`src/rtl/prg_map_pkg.sv`:
```
package prg_map_pkg;

    localparam int ADDR_W = 16;
    localparam int DATA_W = 8;
    localparam int NREGS  = 4;

    localparam logic [ADDR_W-1:0] DEC_MASK  = 16'hF007;
    localparam logic [ADDR_W-1:0] BANK_BASE = 16'h8000;
    localparam logic [ADDR_W-1:0] MODE_ADDR = 16'hD000;

    typedef enum logic [1:0] {
        LAY_FIXED   = 2'd0,
        LAY_PAIR    = 2'd1,
        LAY_DIRECT  = 2'd2,
        LAY_REVERSE = 2'd3
    } layout_e;

    typedef struct packed {
        logic    win6_en;
        logic    top_sel;
        layout_e layout;
    } mode_t;

endpackage

```
`src/rtl/prg_bank_regs.sv`:
```
module prg_bank_regs
    import prg_map_pkg::*;
#(
    parameter int PAGES = 48
) (
    input  logic                          clk,
    input  logic                          rst_n,
    input  logic                          wr_en,
    input  logic [ADDR_W-1:0]             wr_addr,
    input  logic [DATA_W-1:0]             wr_data,
    output logic [NREGS-1:0][DATA_W-1:0]  bank_q,
    output mode_t                         mode_q
);

    typedef struct packed {
        logic [NREGS-1:0][DATA_W-1:0] bank;
        mode_t                        mode;
    } regs_t;

    regs_t regs_d, regs_q;
    logic [ADDR_W-1:0] masked;
    logic              bank_hit;
    logic              mode_hit;

    always_comb begin
        regs_d   = regs_q;
        masked   = wr_addr & DEC_MASK;
        bank_hit = (masked[ADDR_W-1:2] == BANK_BASE[ADDR_W-1:2]);
        mode_hit = (masked == MODE_ADDR);
        if (wr_en) begin
            if (bank_hit) begin
                regs_d.bank[masked[1:0]] = wr_data;
            end else if (mode_hit) begin
                regs_d.mode.win6_en = wr_data[7];
                regs_d.mode.top_sel = wr_data[2];
                regs_d.mode.layout  = layout_e'(wr_data[1:0]);
            end
        end
    end

    always_ff @(posedge clk or negedge rst_n) begin
        if (!rst_n) begin
            for (int i = 0; i < NREGS; i++) begin
                regs_q.bank[i] <= DATA_W'(PAGES - NREGS + i);
            end
            regs_q.mode <= '0;
        end else begin
            regs_q <= regs_d;
        end
    end

    assign bank_q = regs_q.bank;
    assign mode_q = regs_q.mode;


    bank_load_chk: assert property (@(posedge clk) disable iff (!rst_n)
        (wr_en && bank_hit) |=> (bank_q[$past(masked[1:0])] == $past(wr_data)));


    bank_keep_chk: assert property (@(posedge clk) disable iff (!rst_n)
        !(wr_en && bank_hit) |=> $stable(bank_q));


    mode_load_chk: assert property (@(posedge clk) disable iff (!rst_n)
        (wr_en && mode_hit) |=> (mode_q.layout == $past(wr_data[1:0]) &&
                                 mode_q.win6_en == $past(wr_data[7]) &&
                                 mode_q.top_sel == $past(wr_data[2])));


    idle_hold_chk: assert property (@(posedge clk) disable iff (!rst_n)
        !wr_en |=> $stable(regs_q));

endmodule

```
`src/rtl/prg_page_resolve.sv`:
```
module prg_page_resolve
    import prg_map_pkg::*;
#(
    parameter int PAGES  = 48,
    parameter int PAGE_W = 6
) (
    input  logic [NREGS-1:0][DATA_W-1:0] bank,
    input  mode_t                        mode,
    output logic [PAGE_W-1:0]            pg6,
    output logic                         pg6_ok,
    output logic [PAGE_W-1:0]            pg8,
    output logic [PAGE_W-1:0]            pga,
    output logic [PAGE_W-1:0]            pgc,
    output logic [PAGE_W-1:0]            pge
);

    localparam logic [PAGE_W-1:0] LAST0 = PAGE_W'(PAGES - 4);
    localparam logic [PAGE_W-1:0] LAST1 = PAGE_W'(PAGES - 3);
    localparam logic [PAGE_W-1:0] LAST2 = PAGE_W'(PAGES - 2);
    localparam logic [PAGE_W-1:0] LAST3 = PAGE_W'(PAGES - 1);

    function automatic logic [PAGE_W-1:0] wrap(input logic [DATA_W:0] v);
        int unsigned r;
        r = 32'(v) % 32'(PAGES);
        return PAGE_W'(r);
    endfunction

    logic [NREGS-1:0][PAGE_W-1:0] reg_pg;
    logic [PAGE_W-1:0]            pair_lo;
    logic [PAGE_W-1:0]            pair_hi;

    generate
        for (genvar g = 0; g < NREGS; g++) begin : g_wrap
            assign reg_pg[g] = wrap({1'b0, bank[g]});
        end
    endgenerate

    assign pair_lo = wrap({bank[1], 1'b0});
    assign pair_hi = wrap({bank[1], 1'b1});

    always_comb begin
        pg6    = '0;
        pg6_ok = 1'b0;
        pg8    = LAST0;
        pga    = LAST1;
        pgc    = LAST2;
        pge    = LAST3;
        unique case (mode.layout)
            LAY_FIXED: begin
            end
            LAY_PAIR: begin
                pg8 = pair_lo;
                pga = pair_hi;
            end
            LAY_DIRECT: begin
                pg8 = reg_pg[0];
                pga = reg_pg[1];
                pgc = reg_pg[2];
                if (mode.top_sel) begin
                    pge = reg_pg[3];
                end else if (mode.win6_en) begin
                    pg6    = reg_pg[3];
                    pg6_ok = 1'b1;
                end
            end
            LAY_REVERSE: begin
                pg8 = reg_pg[3];
                pga = reg_pg[2];
                pgc = reg_pg[1];
                pge = reg_pg[0];
            end
            default: begin
            end
        endcase
    end

endmodule

```
`src/rtl/prg_bank_mapper.sv`:
```
module prg_bank_mapper
    import prg_map_pkg::*;
#(
    parameter int  PAGES  = 48,
    localparam int PAGE_W = (PAGES > 1) ? $clog2(PAGES) : 1
) (
    input  logic              clk,
    input  logic              rst_n,
    input  logic              wr_en,
    input  logic [15:0]       wr_addr,
    input  logic [7:0]        wr_data,
    output logic [PAGE_W-1:0] page_6000,
    output logic              win6_valid,
    output logic [PAGE_W-1:0] page_8000,
    output logic [PAGE_W-1:0] page_a000,
    output logic [PAGE_W-1:0] page_c000,
    output logic [PAGE_W-1:0] page_e000
);

    typedef struct packed {
        logic [PAGE_W-1:0] p6;
        logic              v6;
        logic [PAGE_W-1:0] p8;
        logic [PAGE_W-1:0] pa;
        logic [PAGE_W-1:0] pc;
        logic [PAGE_W-1:0] pe;
    } outs_t;

    logic [NREGS-1:0][DATA_W-1:0] bank_q;
    mode_t                        mode_q;
    outs_t                        outs_d, outs_q;

    prg_bank_regs #(.PAGES(PAGES)) u_regs (
        .clk    (clk),
        .rst_n  (rst_n),
        .wr_en  (wr_en),
        .wr_addr(wr_addr),
        .wr_data(wr_data),
        .bank_q (bank_q),
        .mode_q (mode_q)
    );

    prg_page_resolve #(.PAGES(PAGES), .PAGE_W(PAGE_W)) u_resolve (
        .bank  (bank_q),
        .mode  (mode_q),
        .pg6   (outs_d.p6),
        .pg6_ok(outs_d.v6),
        .pg8   (outs_d.p8),
        .pga   (outs_d.pa),
        .pgc   (outs_d.pc),
        .pge   (outs_d.pe)
    );

    always_ff @(posedge clk or negedge rst_n) begin
        if (!rst_n) begin
            outs_q.p6 <= '0;
            outs_q.v6 <= 1'b0;
            outs_q.p8 <= PAGE_W'(PAGES - 4);
            outs_q.pa <= PAGE_W'(PAGES - 3);
            outs_q.pc <= PAGE_W'(PAGES - 2);
            outs_q.pe <= PAGE_W'(PAGES - 1);
        end else begin
            outs_q <= outs_d;
        end
    end

    assign page_6000  = outs_q.p6;
    assign win6_valid = outs_q.v6;
    assign page_8000  = outs_q.p8;
    assign page_a000  = outs_q.pa;
    assign page_c000  = outs_q.pc;
    assign page_e000  = outs_q.pe;


    page_range_chk: assert property (@(posedge clk) disable iff (!rst_n)
        (32'(page_8000) < PAGES) && (32'(page_a000) < PAGES) &&
        (32'(page_c000) < PAGES) && (32'(page_e000) < PAGES) &&
        (32'(page_6000) < PAGES));


    win6_mode_chk: assert property (@(posedge clk) disable iff (!rst_n)
        win6_valid |-> $past(mode_q.layout == LAY_DIRECT && mode_q.win6_en && !mode_q.top_sel));


    win6_zero_chk: assert property (@(posedge clk) disable iff (!rst_n)
        !win6_valid |-> (page_6000 == '0));


    fixed_top_chk: assert property (@(posedge clk) disable iff (!rst_n)
        $past(mode_q.layout == LAY_FIXED) |-> (page_e000 == PAGE_W'(PAGES - 1) &&
                                               page_8000 == PAGE_W'(PAGES - 4)));


    out_hold_chk: assert property (@(posedge clk) disable iff (!rst_n)
        ($past(bank_q) == bank_q && $past(mode_q) == mode_q) |=> $stable(outs_q));

endmodule

```
`config.mk`:
```
export PLATFORM = sky130hd
export DESIGN_NAME = prg_bank_mapper
export DESIGN_NICKNAME = d
export VERILOG_FILES = /design/src/rtl/prg_map_pkg.sv /design/src/rtl/prg_bank_regs.sv /design/src/rtl/prg_page_resolve.sv /design/src/rtl/prg_bank_mapper.sv
export SDC_FILE = /design/constraint.sdc
export NUM_CORES = 1
export LEC_CHECK = 0
export BUFFER_PORTS_ARGS = -buffer_cell sky130_fd_sc_hd__buf_2
export CAP_MARGIN = 10
export CORE_ASPECT_RATIO = 0.8
export CORE_UTILIZATION = 45
export CTS_CLUSTER_SIZE = 12
export DETAILED_ROUTE_END_ITERATION = 7
export PLACE_DENSITY = 0.69
export SYNTH_ARGS = -nofsm -noshare
export SYNTH_HDL_FRONTEND = slang
export SYNTH_SLANG_ARGS = --single-unit
export TNS_END_PERCENT = 20
```
`constraint.sdc`:
```
create_clock -name clk -period 1.8 [get_ports clk]
set_input_delay 0.18 -clock clk [delete_from_list [all_inputs] [get_ports clk]]
set_output_delay 0.18 -clock clk [all_outputs]
set_load 0.01 [all_outputs]
```
Word level (Yosys, flattened, before mapping)
Index checks and enable logic that the tools add are counted.
{ "totals": {"word_cells": 44, "regBits": 67, "output_inout_bits": 31, "in_bits": 27} }
{ "op_classes": {"n_reduce_logical": 3, "eq_ne": 5, "bitwise": 1, "n_mux": 14, "n_lt_le_gt_ge": 2, "div": 6} }
{ "ops": {"columns": ["operator", "n"], "rows": [
  ["$mod 8x6->32 const B", 4],
  ["$mod 9x6->32 const B", 2],
  ["$pmux 6 s3", 2],
  ["$bwmux 32", 1],
  ["$mux 6", 4],
  ["$pmux 6 s2", 2],
  ["$demux 8 s2", 1],
  ["$mux 8", 1],
  ["$eq 7x7->1 const B", 1],
  ["$eq 5x5->1 const B", 1],
  ["$eq 2x2->1 const B", 2],
  ["$lt 2x3->1 const B", 1],
  ["$mux 1", 3],
  ["$reduce_and 3->1", 1],
  ["$eq 2x1->1 const B", 1],
  ["$ge 2x1->1 const B", 1],
  ["$reduce_and 2->1", 1],
  ["$logic_and 1x1->1", 1],
  ["$not 1->1", 1]
]} }

Depth between registers and ports, before layout
{ "depth": {"depth_word": 5, "mapped_depth": 8, "depth_no_buf": 6} }

Hierarchy
Synthesis repeated with hierarchy kept, for this count alone.
{ "unflattened": {"cells_unflattened": 283, "hier_area_um2": 3382.0} }
{ "by_module_without_submodules": {"columns": ["module", "cells_each", "n_inst", "area_per_inst_um2", "seq_area_each_um2"], "rows": [
  ["prg_bank_regs", 81, 1, 1452.6, 920.9],
  ["prg_page_resolve", 171, 1, 1133.6, 0.0],
  ["prg_bank_mapper", 31, 1, 795.8, 795.8]
]} }

Worst setup path after synthesis
Ideal clock, no wire load.
{ "synth_timing": {"path_type": "reg-to-reg", "from": "register u_regs.bank_q[14] (netlist name)", "to": "register outs_q, in the netlist page_8000[5]", "period_less_slack_ns": 1.967, "path_buffers": 2, "setup_slack_ns": -0.167, "stages_incl_launch_ff": 9, "t_required_ns": 1.715, "setup_time_ns": 0.085, "arrival_ns": 1.883, "path_cell_list": "dfrtp_1 > buf_2 > clkbuf_1 > ha_1 > nand4bb_1 > and3_1 > o311ai_2 > mux2i_1 > o21ai_1"} }
{ "synth_rtl": {"columns": ["item", "line_no", "rtl"], "rows": [
  ["to (signal assigned)", "prg_bank_mapper.sv:63", "outs_q <= outs_d;"],
  ["to (decl)", "prg_bank_mapper.sv:31", "outs_t outs_d, outs_q;"]
]} }

==> results list <==
* Outcome: finished with violations
- Failing checks: negative setup slack
* Number of synthesized flops with an enable pin: 0
- The critical path is of the reg -> reg type.
- Cell types with the largest area share after synthesis: dfrtp_1 25%, dfstp_2 24%, mux2_2 11%
- Post-Synth Adder-Cell Area: 0.0142
* Clock-pin slew on the worst setup and hold paths: 0.07 ns
- Peak clock frequency supported by timing: 551 MHz
* Combined area of the multi-input logic cells: 0.00172 mm^2
- Number of buffers created by CTS: 9
- Final design utilization: 0.567
* Area occupied by registers: 0.00172 mm^2
- First-pass GRT wire length: 12.2 mm
- Number of cells on the worst reg-to-reg path: 6
- Placeable Area: 0.00750 mm^2
- Routability-driven placement finished with a final weighted congestion of 0.849.
* Drt drc: 0
* Number of global-route vias before repair: 2363
- Worst clock skew: 0.00517 ns
- Summed over all layers, the global routing overflow is 0.
- Synthesis produced 310 cells.
* Ratio of total power to cell area: 877 mW/mm^2
- Most numerous cell in the Yosys netlist: dfrtp_1
- The placed instances occupy a cell area of 0.00395 mm^2.
* Number of library cell types mapped by synthesis: 61
- Clock insertion delay at the later pin of the skew report: 0.34 ns
* Required time of the critical path: 2.02 ns
- Compound-gate portion of the synthesized area: 0.112
* Endpoint of the worst register-to-register path: page_a000[4]
* Number of filler cells placed in the layout: 654
* Total Negative Setup Slacks: -0.0237 ns
- After detailed routing, the average wire length per cell comes to 16.0 um.
- The synthesized design contains 67 register bits.
- Once placement completed, the tool counted placed cells totaling 461.
* Worst reg2reg path startpoint: u_regs.bank_q[23]
- Port buffer count: 48
* Critical path launch point type: flop
* Synth cell count leaders: 35 x dfrtp_1, 34 x mux2_2, 32 x dfstp_2, 24 x nor2_1, 22 x nand2_1
- For met1 alone, demand over resource in global routing was 0.277.
- Setup violations remaining at the end of the flow were counted as 2.
- Worst endpoint data arrival time: 2.03 ns
- Pre-CTS setup slack: -0.0989 ns
* Multiplexer fraction of the synthesized cell area: 0.163
- For this run, the register share of the synthesized area comes to 0.488.
- Library cell with the largest summed area after synthesis: dfrtp_1
- # H-tree levels: 3
- End of the critical path: page_a000[4]
* Floorplan die area: 0.00818 mm^2
- Routed vias: 2526
- Worst IR Drop VDD: 0.448 mV
- CTS sink count: 67
- The most critical setup path has its startpoint at u_regs.bank_q[23].
- Dominant combinational cell family by area after synthesis: simple AND/OR/NAND/NOR gates
- Using the TritonRoute via totals, the vias-per-cell ratio works out to 5.27.
- Syn. warnings: 0
- Of the total synthesized cell area, the portion taken by XOR and XNOR cells is 0.00960.
* Die W: 101 um
* Prevailing post-synth register cell: dfrtp_1
- For this run, global-route usage on met3 was measured as 0.0551.
- Max-slew headroom at the worst pin: 0.700
- Total Wirelength: 7.68 mm
- The floorplan step set the die height to 81.1 um.
* Area Growth Syn to Fin: 20.7%
- Overall fraction of global-route tracks in use: 0.203
* Design Area, Final: 0.00425 mm^2
- HPWL after DPL: 5.31 mm
- GR peak layer: met2
* Maximum number of pins on one net before global-route repair: 31
* Mapped Nets: 341
* Met2 usage in global routing: 0.322
* Maxcap violations: 0
* Root cell of the clock tree: clkbuf_8
- Setup slack, reg-to-reg: -0.02 ns
- The average instance in the mapped netlist occupies 11.3 um^2.
- Number of antenna diodes: 0
* Reported leakage power: 0.00192 uW
- The routed design could run at a clock period as short as 1.82 ns.
- After the first detailed-routing iteration, the DRC count stood at 86.
- Final WS setup: -0.0165 ns
- Ports placed on the boundary: 58
* Tightest Pin Transition: 0.450 ns
* Core Rows: 28
- Worst-case clock buffer depth: 2
- Excluding fillers, the count of instances in the completed layout stands at 479.
- Max-slew violation count: 0
- Area fraction of the dominant cell type after synthesis: 0.249
- TritonCTS built the clock tree.
* Starting utilization of the core area: 0.469
- Dividing the final minimum period by the clock period gives 1.01.
* Number of antenna violations at the first check in global routing: 0
- Class of the worst hold path: in -> reg
* Share of post-route cells with drive strength above 1: 0.471
- The detail route stage leaves a number of antenna-violating nets equal to 0.
- The cell area that synthesis handed to floorplanning was 0.00352 mm^2.
* Async set-reset flop share out of synthesis: 1.00
- Of the total synthesized cell area, the portion taken by AND, OR, NAND and NOR gates is 0.168.
- Element type at the critical path end: flop
- Along the worst path, the maximum fanout reaches 2.
* Final-stage net count: 400
- The first detailed-routing pass took 4 iterations.
- Setup repair after global routing could not meet its margin everywhere.
- The number of endpoints with negative hold slack in the final report came to 0.
==> worst max-delay path, cell delays in order (launching register included) <==
cell and delay (ns):
dfrtp_1 0.38, ha_1 0.30, and4bb_1 0.19, a21oi_2 0.11, a21oi_1 0.07, a311o_1 0.32, a221o_1 0.32
==> cells in the final DEF, fill, tap and decap left out, types with 3 or more instances in the layout <==
| master | count |
|---|---|
| nor2b_1 | 12 |
| mux2_2 | 34 |
| mux2_4 | 4 |
| clkbuf_8 | 12 |
| o21ai_1 | 4 |
| a21oi_1 | 17 |
| dfstp_2 | 32 |
| and2_1 | 5 |
| buf_2 | 48 |
| mux2i_1 | 12 |
| buf_4 | 21 |
| o21ai_0 | 4 |
| dfrtp_1 | 34 |
| ha_4 | 3 |
| nand2_1 | 22 |
| nand3_1 | 3 |
| nand3b_1 | 5 |
| nor2_1 | 23 |
| inv_1 | 10 |
| nand2b_1 | 4 |
==> worst min path at each step <==
stage | startpoint | endpoint | slack, ns | cells past startpoint
after global placement | rst_n | page_8000[1] | 0.15 | 1
final | wr_data[3] | u_regs.bank_q[27] | 0.15 | 2
after global routing | wr_data[4] | u_regs.bank_q[4] | 0.15 | 2
after CTS | wr_data[3] | u_regs.bank_q[11] | 0.13 | 2
after floorplan | rst_n | page_6000[0] | -0.12 | 0
after detailed placement | rst_n | page_8000[1] | 0.15 | 1
==> power breakdown <==
part,switching [uW],leakage (uW),internal [uW]
combinational,344,0.000994,320
sequential,99.9,0.000814,1660
clock,557,0.000108,748
total,1000,0.00192,2730
==> cells by family (layout without fill, tap and decap cells) <==
family                   after synthesis  in the layout
AND/OR/NAND/NOR                       98             98
multiplexers                          51             51
flip-flops                            67             67
AO/OA/AOI/OAI                         54             54
XOR/XNOR                               3              3
adder cells (fa/ha/maj)                4              4
buffers and inverters                 33             97
==> metrics by stage <==
step                      total power (uW)  hold slack, ns
final                                 3730           0.155
after global routing                  3910           0.146
after CTS                             3750           0.134
after detailed placement              2410           0.149
after global placement                2380           0.147
after floorplan                       2170          -0.116
==> cell type report <==
cell class / instances / share of cell area
multi-input cells: 210 / 0.405
clock buffers: 12 / 0.0389
inverters: 10 / 0.00884
flip-flops and latches: 67 / 0.404
well taps: 105 / 0.0309
clock inverters: 4 / 0.0112
repair buffers: 71 / 0.101
==> routing by layer <==
metal | vias to the layer above | part of all wire
met5 | - | 0
met2 | 77 | 0.47
met1 | 1217 | 0.47
met4 | 0 | 0.0079
met3 | 7 | 0.048
li1 | 1225 | -
==> what timing repair did <==
item | in CTS | in global routing
resized for setup | 6 | 6
buffers inserted | 0 | 1
pin swaps | 4 | 4
setup endpoints to repair | 5 | 8
hold endpoints to repair | 5 | 0
hold buffers | 1 | 0
==> registers in the layout, summed over array words and instances (netlist names) <==
signal / cells
u_regs.bank_q: 32
page_6000: 6
page_8000: 6
page_a000: 6
page_c000: 6
page_e000: 6
u_regs.mode_q: 4
win6_valid: 1
Note: power is estimated with default switching activity, not from simulation.
